==> config.mk <==
export PLATFORM = sky130hd
export DESIGN_NAME = ds_serial_port
export DESIGN_NICKNAME = d
export VERILOG_FILES = /design/src/rtl/ds_pkg.sv /design/src/rtl/ds_tx.sv /design/src/rtl/ds_rx_decode.sv /design/src/rtl/ds_gray_fifo.sv /design/src/rtl/ds_serial_port.sv
export SDC_FILE = /design/constraint.sdc
export NUM_CORES = 1
export LEC_CHECK = 0
export BUFFER_PORTS_ARGS = -buffer_cell sky130_fd_sc_hd__buf_2
export CORE_MARGIN = 4
export CORE_UTILIZATION = 51
export CTS_CLUSTER_SIZE = 24
export DETAILED_ROUTE_END_ITERATION = 10
export MAX_ROUTING_LAYER = met4
export PLACE_DENSITY_LB_ADDON = 0.15
export SLEW_MARGIN = 20
export SYNTH_ARGS = -nofsm -noshare
export SYNTH_HDL_FRONTEND = slang
export SYNTH_SLANG_ARGS = --single-unit
export TNS_END_PERCENT = 50
==> constraint.sdc <==
create_clock -name clk -period 2.66 [get_ports clk]
set_clock_uncertainty 0.05 [all_clocks]
set_input_delay 0.532 -clock clk [delete_from_list [all_inputs] [get_ports clk]]
set_output_delay 0.532 -clock clk [all_outputs]
set_load 0.02 [all_outputs]
==> src/rtl/ds_pkg.sv <==
package ds_pkg;

  // Line-rate request codes.
  typedef enum logic [1:0] {
    SPD_R1X  = 2'd0,  // one bit every 4 reference cycles
    SPD_R2X  = 2'd1,  // one bit every 2 reference cycles
    SPD_R4X  = 2'd2,  // one bit every reference cycle
    SPD_R4XB = 2'd3   // alias of full rate
  } spd_e;

  // Mask applied to the free-running 2-bit reference divider; a bit slot
  // opens when all masked bits are set.
  function automatic logic [1:0] spd_mask(input logic [1:0] spd);
    case (spd_e'(spd))
      SPD_R1X: return 2'b11;
      SPD_R2X: return 2'b01;
      default: return 2'b00;
    endcase
  endfunction

endpackage

==> src/rtl/ds_tx.sv <==
module ds_tx
  import ds_pkg::*;
#(
  parameter int W = 8
) (
  input  logic         clk,
  input  logic         rst,
  input  logic         sys_ce,
  input  logic         rx_mode,
  input  logic [1:0]   spd_sel,
  input  logic         tx_valid,
  input  logic [W-1:0] tx_data,
  input  logic         tx_last,
  output logic         tx_ready,
  output logic         d_out,
  output logic         s_out,
  output logic         oe,
  output logic [1:0]   spd_q
);

  localparam int CW = $clog2(W + 1);

  logic [1:0]    ref_cnt;
  logic [1:0]    spd_r;
  logic [1:0]    mask;
  logic [W-1:0]  hold_q;
  logic          hold_last;
  logic          hold_full;
  logic          eop_seen;
  logic          in_pkt;
  logic [W-1:0]  sh_q;
  logic          sh_last;
  logic [CW-1:0] sh_cnt;
  logic          d_q, s_q, oe_q, ready_q;

  logic bit_ce, take, load, shift, emit, nbit, end_pkt;

  always_comb begin
    mask    = spd_mask(spd_r);
    bit_ce  = (ref_cnt & mask) == mask;
    take    = sys_ce && tx_valid && !hold_full && !eop_seen && !rx_mode;
    load    = bit_ce && (sh_cnt == '0) && hold_full;
    shift   = bit_ce && (sh_cnt != '0);
    emit    = load || shift;
    nbit    = load ? hold_q[W-1] : sh_q[W-1];
    end_pkt = shift && (sh_cnt == CW'(1)) && sh_last;
  end

  always_ff @(posedge clk) begin
    if (rst) begin
      ref_cnt   <= '0;
      spd_r     <= '0;
      hold_q    <= '0;
      hold_last <= 1'b0;
      hold_full <= 1'b0;
      eop_seen  <= 1'b0;
      in_pkt    <= 1'b0;
      sh_q      <= '0;
      sh_last   <= 1'b0;
      sh_cnt    <= '0;
      d_q       <= 1'b0;
      s_q       <= 1'b0;
      oe_q      <= 1'b0;
      ready_q   <= 1'b0;
    end else begin
      ref_cnt <= ref_cnt + 2'd1;
      ready_q <= take;
      oe_q    <= in_pkt && !rx_mode;

      if (take) begin
        hold_q    <= tx_data;
        hold_last <= tx_last;
        hold_full <= 1'b1;
        if (tx_last) eop_seen <= 1'b1;
        if (!in_pkt) begin
          in_pkt <= 1'b1;
          spd_r  <= spd_sel;   // rate frozen for the packet
        end
      end

      if (load) begin
        hold_full <= 1'b0;
        sh_q      <= hold_q << 1;
        sh_cnt    <= CW'(W - 1);
        sh_last   <= hold_last;
      end

      if (shift) begin
        sh_q   <= sh_q << 1;
        sh_cnt <= sh_cnt - CW'(1);
      end

      if (emit) begin
        d_q <= nbit;
        if (nbit == d_q) s_q <= ~s_q;
      end

      if (end_pkt) begin
        in_pkt   <= 1'b0;
        eop_seen <= 1'b0;
      end
    end
  end

  assign tx_ready = ready_q;
  assign d_out    = d_q;
  assign s_out    = s_q;
  assign oe       = oe_q;
  assign spd_q    = spd_r;

endmodule

==> src/rtl/ds_rx_decode.sv <==
module ds_rx_decode #(
  parameter int W = 8
) (
  input  logic         clk,
  input  logic         rst,
  input  logic         rx_mode,
  input  logic         d_in,
  input  logic         s_in,
  output logic         byte_we,
  output logic [W-1:0] byte_q,
  output logic         rpt_d,
  output logic         rpt_s
);

  localparam int CW = $clog2(W);

  logic          d1, s1, d2, s2, par_q;
  logic [W-1:0]  sh;
  logic [CW-1:0] cnt;
  logic          we_q;
  logic [W-1:0]  byte_r;
  logic          rd_q, rs_q;

  logic          par, bit_ev;
  logic [W-1:0]  sh_next;

  always_comb begin
    par     = d2 ^ s2;
    bit_ev  = rx_mode && (par != par_q);
    sh_next = (sh << 1) | W'(d2);
  end

  always_ff @(posedge clk) begin
    if (rst) begin
      d1 <= 1'b0; s1 <= 1'b0; d2 <= 1'b0; s2 <= 1'b0;
      par_q  <= 1'b0;
      sh     <= '0;
      cnt    <= '0;
      we_q   <= 1'b0;
      byte_r <= '0;
      rd_q   <= 1'b0;
      rs_q   <= 1'b0;
    end else begin
      d1 <= d_in;  s1 <= s_in;
      d2 <= d1;    s2 <= s1;
      par_q <= par;
      rd_q  <= d2;
      rs_q  <= s2;
      we_q  <= 1'b0;
      if (!rx_mode) begin
        cnt <= '0;
      end else if (bit_ev) begin
        sh <= sh_next;
        if (cnt == CW'(W - 1)) begin
          byte_r <= sh_next;
          we_q   <= 1'b1;
          cnt    <= '0;
        end else begin
          cnt <= cnt + CW'(1);
        end
      end
    end
  end

  assign byte_we = we_q;
  assign byte_q  = byte_r;
  assign rpt_d   = rd_q;
  assign rpt_s   = rs_q;

endmodule

==> src/rtl/ds_gray_fifo.sv <==
module ds_gray_fifo #(
  parameter int W     = 8,
  parameter int DEPTH = 4
) (
  input  logic         wclk,
  input  logic         rclk,
  input  logic         rst,
  input  logic         wr_en,
  input  logic [W-1:0] wr_data,
  input  logic         rd_ce,
  output logic         rd_valid,
  output logic [W-1:0] rd_data,
  output logic         ovf
);

  localparam int AW = $clog2(DEPTH);

  function automatic logic [AW:0] b2g(input logic [AW:0] b);
    return b ^ (b >> 1);
  endfunction

  function automatic logic [AW:0] g2b(input logic [AW:0] g);
    logic [AW:0] b;
    b[AW] = g[AW];
    for (int i = AW - 1; i >= 0; i--) b[i] = b[i+1] ^ g[i];
    return b;
  endfunction

  logic [W-1:0] mem [DEPTH];

  logic [AW:0] wbin, wgray, rg_s1, rg_s2;
  logic [AW:0] rbin, rgray, wg_s1, wg_s2;
  logic [AW:0] rs_bin;
  logic        full, empty, ovf_q, rv_q;

  always_comb begin
    rs_bin = g2b(rg_s2);
    full   = (wbin[AW] != rs_bin[AW]) && (wbin[AW-1:0] == rs_bin[AW-1:0]);
    empty  = (rgray == wg_s2);
  end

  // write domain
  always_ff @(posedge wclk) begin
    if (wr_en && !full) mem[wbin[AW-1:0]] <= wr_data;
  end

  always_ff @(posedge wclk) begin
    if (rst) begin
      wbin  <= '0;
      wgray <= '0;
      rg_s1 <= '0;
      rg_s2 <= '0;
      ovf_q <= 1'b0;
    end else begin
      rg_s1 <= rgray;
      rg_s2 <= rg_s1;
      if (wr_en) begin
        if (!full) begin
          wbin  <= wbin + 1'b1;
          wgray <= b2g(wbin + 1'b1);
        end else begin
          ovf_q <= 1'b1;
        end
      end
    end
  end

  // read domain
  always_ff @(posedge rclk) begin
    if (rd_ce && !empty) rd_data <= mem[rbin[AW-1:0]];
  end

  always_ff @(posedge rclk) begin
    if (rst) begin
      rbin  <= '0;
      rgray <= '0;
      wg_s1 <= '0;
      wg_s2 <= '0;
      rv_q  <= 1'b0;
    end else begin
      wg_s1 <= wgray;
      wg_s2 <= wg_s1;
      rv_q  <= rd_ce && !empty;
      if (rd_ce && !empty) begin
        rbin  <= rbin + 1'b1;
        rgray <= b2g(rbin + 1'b1);
      end
    end
  end

  assign rd_valid = rv_q;
  assign ovf      = ovf_q;

endmodule

==> src/rtl/ds_serial_port.sv <==
module ds_serial_port #(
  parameter int W     = 8,
  parameter int DEPTH = 4
) (
  input  logic         clk,
  input  logic         rst,
  input  logic         sys_ce,
  input  logic [1:0]   spd_sel,
  input  logic         tx_valid,
  input  logic [W-1:0] tx_data,
  input  logic         tx_last,
  output logic         tx_ready,
  input  logic         rx_mode,
  input  logic         line_a_in,
  input  logic         line_b_in,
  output logic         line_a_out,
  output logic         line_b_out,
  output logic         line_a_oe,
  output logic         line_b_oe,
  output logic         rx_valid,
  output logic [W-1:0] rx_data,
  output logic         rx_ovf,
  input  logic         rpt_en,
  output logic         rpt_a_out,
  output logic         rpt_b_out,
  output logic         rpt_oe
);

  logic         tx_d, tx_s, tx_oe;
  logic [1:0]   spd_act;
  logic         dec_we;
  logic [W-1:0] dec_byte;
  logic         dec_rd, dec_rs;
  logic         rpt_oe_q;

  ds_tx #(.W(W)) u_tx (
    .clk      (clk),
    .rst      (rst),
    .sys_ce   (sys_ce),
    .rx_mode  (rx_mode),
    .spd_sel  (spd_sel),
    .tx_valid (tx_valid),
    .tx_data  (tx_data),
    .tx_last  (tx_last),
    .tx_ready (tx_ready),
    .d_out    (tx_d),
    .s_out    (tx_s),
    .oe       (tx_oe),
    .spd_q    (spd_act)
  );

  // receive: data on pair A, strobe on pair B
  ds_rx_decode #(.W(W)) u_dec (
    .clk     (clk),
    .rst     (rst),
    .rx_mode (rx_mode),
    .d_in    (line_a_in),
    .s_in    (line_b_in),
    .byte_we (dec_we),
    .byte_q  (dec_byte),
    .rpt_d   (dec_rd),
    .rpt_s   (dec_rs)
  );

  ds_gray_fifo #(.W(W), .DEPTH(DEPTH)) u_fifo (
    .wclk     (clk),
    .rclk     (clk),
    .rst      (rst),
    .wr_en    (dec_we),
    .wr_data  (dec_byte),
    .rd_ce    (sys_ce),
    .rd_valid (rx_valid),
    .rd_data  (rx_data),
    .ovf      (rx_ovf)
  );

  always_ff @(posedge clk) begin
    if (rst) rpt_oe_q <= 1'b0;
    else     rpt_oe_q <= rx_mode && rpt_en;
  end

  // transmit: data on pair B, strobe on pair A
  assign line_b_out = tx_d;
  assign line_a_out = tx_s;
  assign line_a_oe  = tx_oe;
  assign line_b_oe  = tx_oe;
  assign rpt_b_out  = dec_rd;
  assign rpt_a_out  = dec_rs;
  assign rpt_oe     = rpt_oe_q;

endmodule

==> results.cfg <==
[critical_path]
critPathKind = flip-flop to flip-flop
critical_path_required_ns = 3.01
crit_path_max_fanout = 9
max_stage_delay_ns = 0.50
crit_path_end_kind = flip-flop
crit_family = compound AO/OA/AOI/OAI gates
critical_path_depth = 4
r2r.worst_path.cells = 4
cp_slowest_cell = a21boi_2
arrival_ns = 2.32
path_buf_inv = 0
path_cells = xor2_1, nand4_2, a21boi_2, mux2_4
crit_path_start_kind = flip-flop

[final_layout]
utilization_pct = 61.4
n_fill_cell = 729
area_growth_pct = 18.2
fin_nets = 454
regArea_um2 = 2860
n_antenna_cell = 0
multiInputGateArea_um2 = 1790
drive_gt1_share_pct = 21.2

[cts]
cts_setup_buffers = 0
cts_buffers = 17
hold_buffers = 0
htreeDepth = 4
clk_pin_slew_ns = 0.06
clock_latency_ns = 0.51
cts.repair.resized = 0
cts_buffer_depth = 2
cts_root_buffer = clkbuf_8
cts_tree = built
cts.sinks = 123

[global_route]
grt_pass1_vias = 2770
grt.overflow.total = 0
met3_usage_pct = 6.18
use_met2_pct = 24.1
grt_antenna_before_repair = 0
gr-usage-met1_pct = 19.6
grt_usage_pct = 15.9
grt_pass1_wl_mm = 13.3
grt_max_degree = 43
busiest_layer = met2

[timing]
finalSetupTns_ns = 0
hold_violations = 0
slew-limit-headroom_pct = 60.6
drv_slew = 0
period_share_pct = 74.3
setup_viol = 0
tightestPinTransition_ns = 0.590
fmax_mhz = 506
rsz0062_at_grt = false
layout_min_cycle_time_ns = 1.98

[synth]
syn_area_um2 = 4770
yosysSeqAreaShare_pct = 60.0
synth.most_common_cell = dfxtp_1
netlist_top_cells_area = dfxtp_1 (35%), edfxtp_1 (25%), mux2i_1 (6.3%)
synth.top_cell.area_share_pct = 34.8
synth.largest_area_cell = dfxtp_1
syn-num-nets = 413
synth_edf_count = 40
yosys_warnings = 0
synthCells = 385
syn_area_per_cell_um2 = 12.4
synth_cell_type_count = 54
synth.ff_latch_count = 123
async_reset_ff_share_pct = 0
synth_ff_type = dfxtp_1
synth.top_cells.by_count = dfxtp_1 (83), nor2_1 (55), edfxtp_1 (40)

[pwr]
power_frac_comb_pct = 3.3
p_sw_mw = 0.991
p_per_area_nw_per_um2 = 774
p_clk_share_pct = 51.7
p_seq_share_pct = 45.0
swShare_pct = 22.7
leakagePower_nw = 2.28
peakVddDrop_uv = 473
power_mw = 4.37
intPower_mw = 3.38

[route]
drcViolationCount = 0
firstDrtPassIters = 4
drt_iter0_markers = 93
post_drt_wl_per_cell_um = 14.3
ant_nets = 0
wl_mm = 7.84
num_vias = 2846
via_per_inst = 5.17

[floorplanning]
fp.dieW_um = 105
ios = 37
die_y_um = 105
core_um2 = 9200
initial_core_util_pct = 51.9
fp-row-count = 35
die_area_um2 = 11000

[status]
outcome = finished, final reports clean

[hold_path]
hp-class = input pin to flip-flop
hold_depth = 3

[placed_design]
portBuffers = 36
globalplace.congestion = 0.814
dpl.hpwl_mm = 5.27

[job]
drv_cap = 0
## power groups by stage
stage | registers [mW] | logic (mW) | clock network, mW
floorplan | 2.01 | 0.103 | 0
global placement | 2.01 | 0.142 | 0
detailed placement | 2.01 | 0.145 | 0
CTS | 1.97 | 0.146 | 2.31
global route | 1.97 | 0.161 | 2.41
finish | 1.97 | 0.143 | 2.26
## through the flow
stage	instances	area (um2)	hold slack (ns)	worst slack (ns)
after global routing	550	5640	0.185	0.502
after CTS	550	5640	0.157	0.663
after global placement	518	5050	0.372	0.758
after floorplan	385	4770	0.364	0.873
final	550	5640	0.184	0.684
after detailed placement	518	5050	0.377	0.686
## worst register-to-register path: stages (launching register included)
cell      delay, ns
dfxtp_1        0.48
xor2_1         0.28
nand4_2        0.20
a21boi_2       0.50
mux2_4         0.35
## sequential cells by signal, indices dropped and copies added, names as in the netlist, 2 cells and up
register	count
u_dec.sh	7
u_fifo.wg_s2	3
u_dec.byte_q	8
u_fifo.rg_s2	3
u_fifo.rgray	3
u_fifo.wgray	3
u_tx.sh_cnt	4
u_tx.spd_q	2
u_fifo.rg_s1	3
u_fifo.rd_data	8
u_tx.sh_q	7
u_dec.cnt	3
u_fifo.wg_s1	3
u_tx.hold_q	8
u_tx.ref_cnt	2
u_fifo.rbin	2
u_fifo.mem	32
u_fifo.wbin	2
## cells by family (layout without fill, tap and decap cells)
logic type      after synthesis  count (layout)  synth area share (%)
flops                       123             123                  60.0
xor+xnor                     17              17                  3.43
buf+inv                      27              81                  2.57
simple gates                124             124                  14.5
mux                          41              41                  10.9
compound gates               44              44                  6.19
fa+ha+maj                     9               9                  2.36
## area by class of cell
class,instances,share of cell area (%)
Sequential cell,123,50.7
Multi-Input combinational cell,235,31.7
Inverter,7,0.466
Tap cell,111,2.46
Timing Repair Buffer,42,4.21
Clock inverter,15,3.10
Clock buffer,17,7.34
## per-layer routing
| layer | vias to the layer above | part of all wire [%] |
|---|---|---|
| met5 | - | 0 |
| met4 | 0 | 1.3 |
| met3 | 10 | 3.7 |
| met2 | 58 | 48 |
| met1 | 1324 | 47 |
| li1 | 1454 | - |
## worst paths after layout
check / slack (ns) / end / start
max reg2reg: 0.68 / u_fifo.wgray[2] / u_fifo.wbin[0]
min: 0.18 / rpt_oe / rpt_en
max: 0.68 / u_fifo.wgray[2] / u_fifo.wbin[0]
min reg2reg: 0.38 / u_fifo.rg_s2[2] / u_fifo.rg_s1[2]
## cell usage in the layout, fill, tap and decap left out, types with 2 or more instances in the layout
cell / instances
clkinv_4: 3
a21oi_1: 7
dfxtp_1: 83
xor2_1: 9
o21ai_0: 2
xnor2_1: 7
o31ai_1: 2
nor2_1: 55
nand2_1: 6
ha_1: 9
nor3_1: 2
bufinv_16: 2
nor2b_1: 23
mux2i_1: 30
mux2_4: 2
nand2b_1: 2
mux4_2: 8
o21a_1: 3
nand3b_1: 7
buf_4: 5
inv_1: 7
buf_2: 36
and4_1: 2
a211oi_1: 9
inv_6: 8
clkbuf_16: 16
and2_1: 3
nand3_1: 5
a41oi_1: 2
and3_1: 2
o21ai_1: 13
edfxtp_1: 40
or3_1: 3
Note: power is estimated with default switching activity, not from simulation.
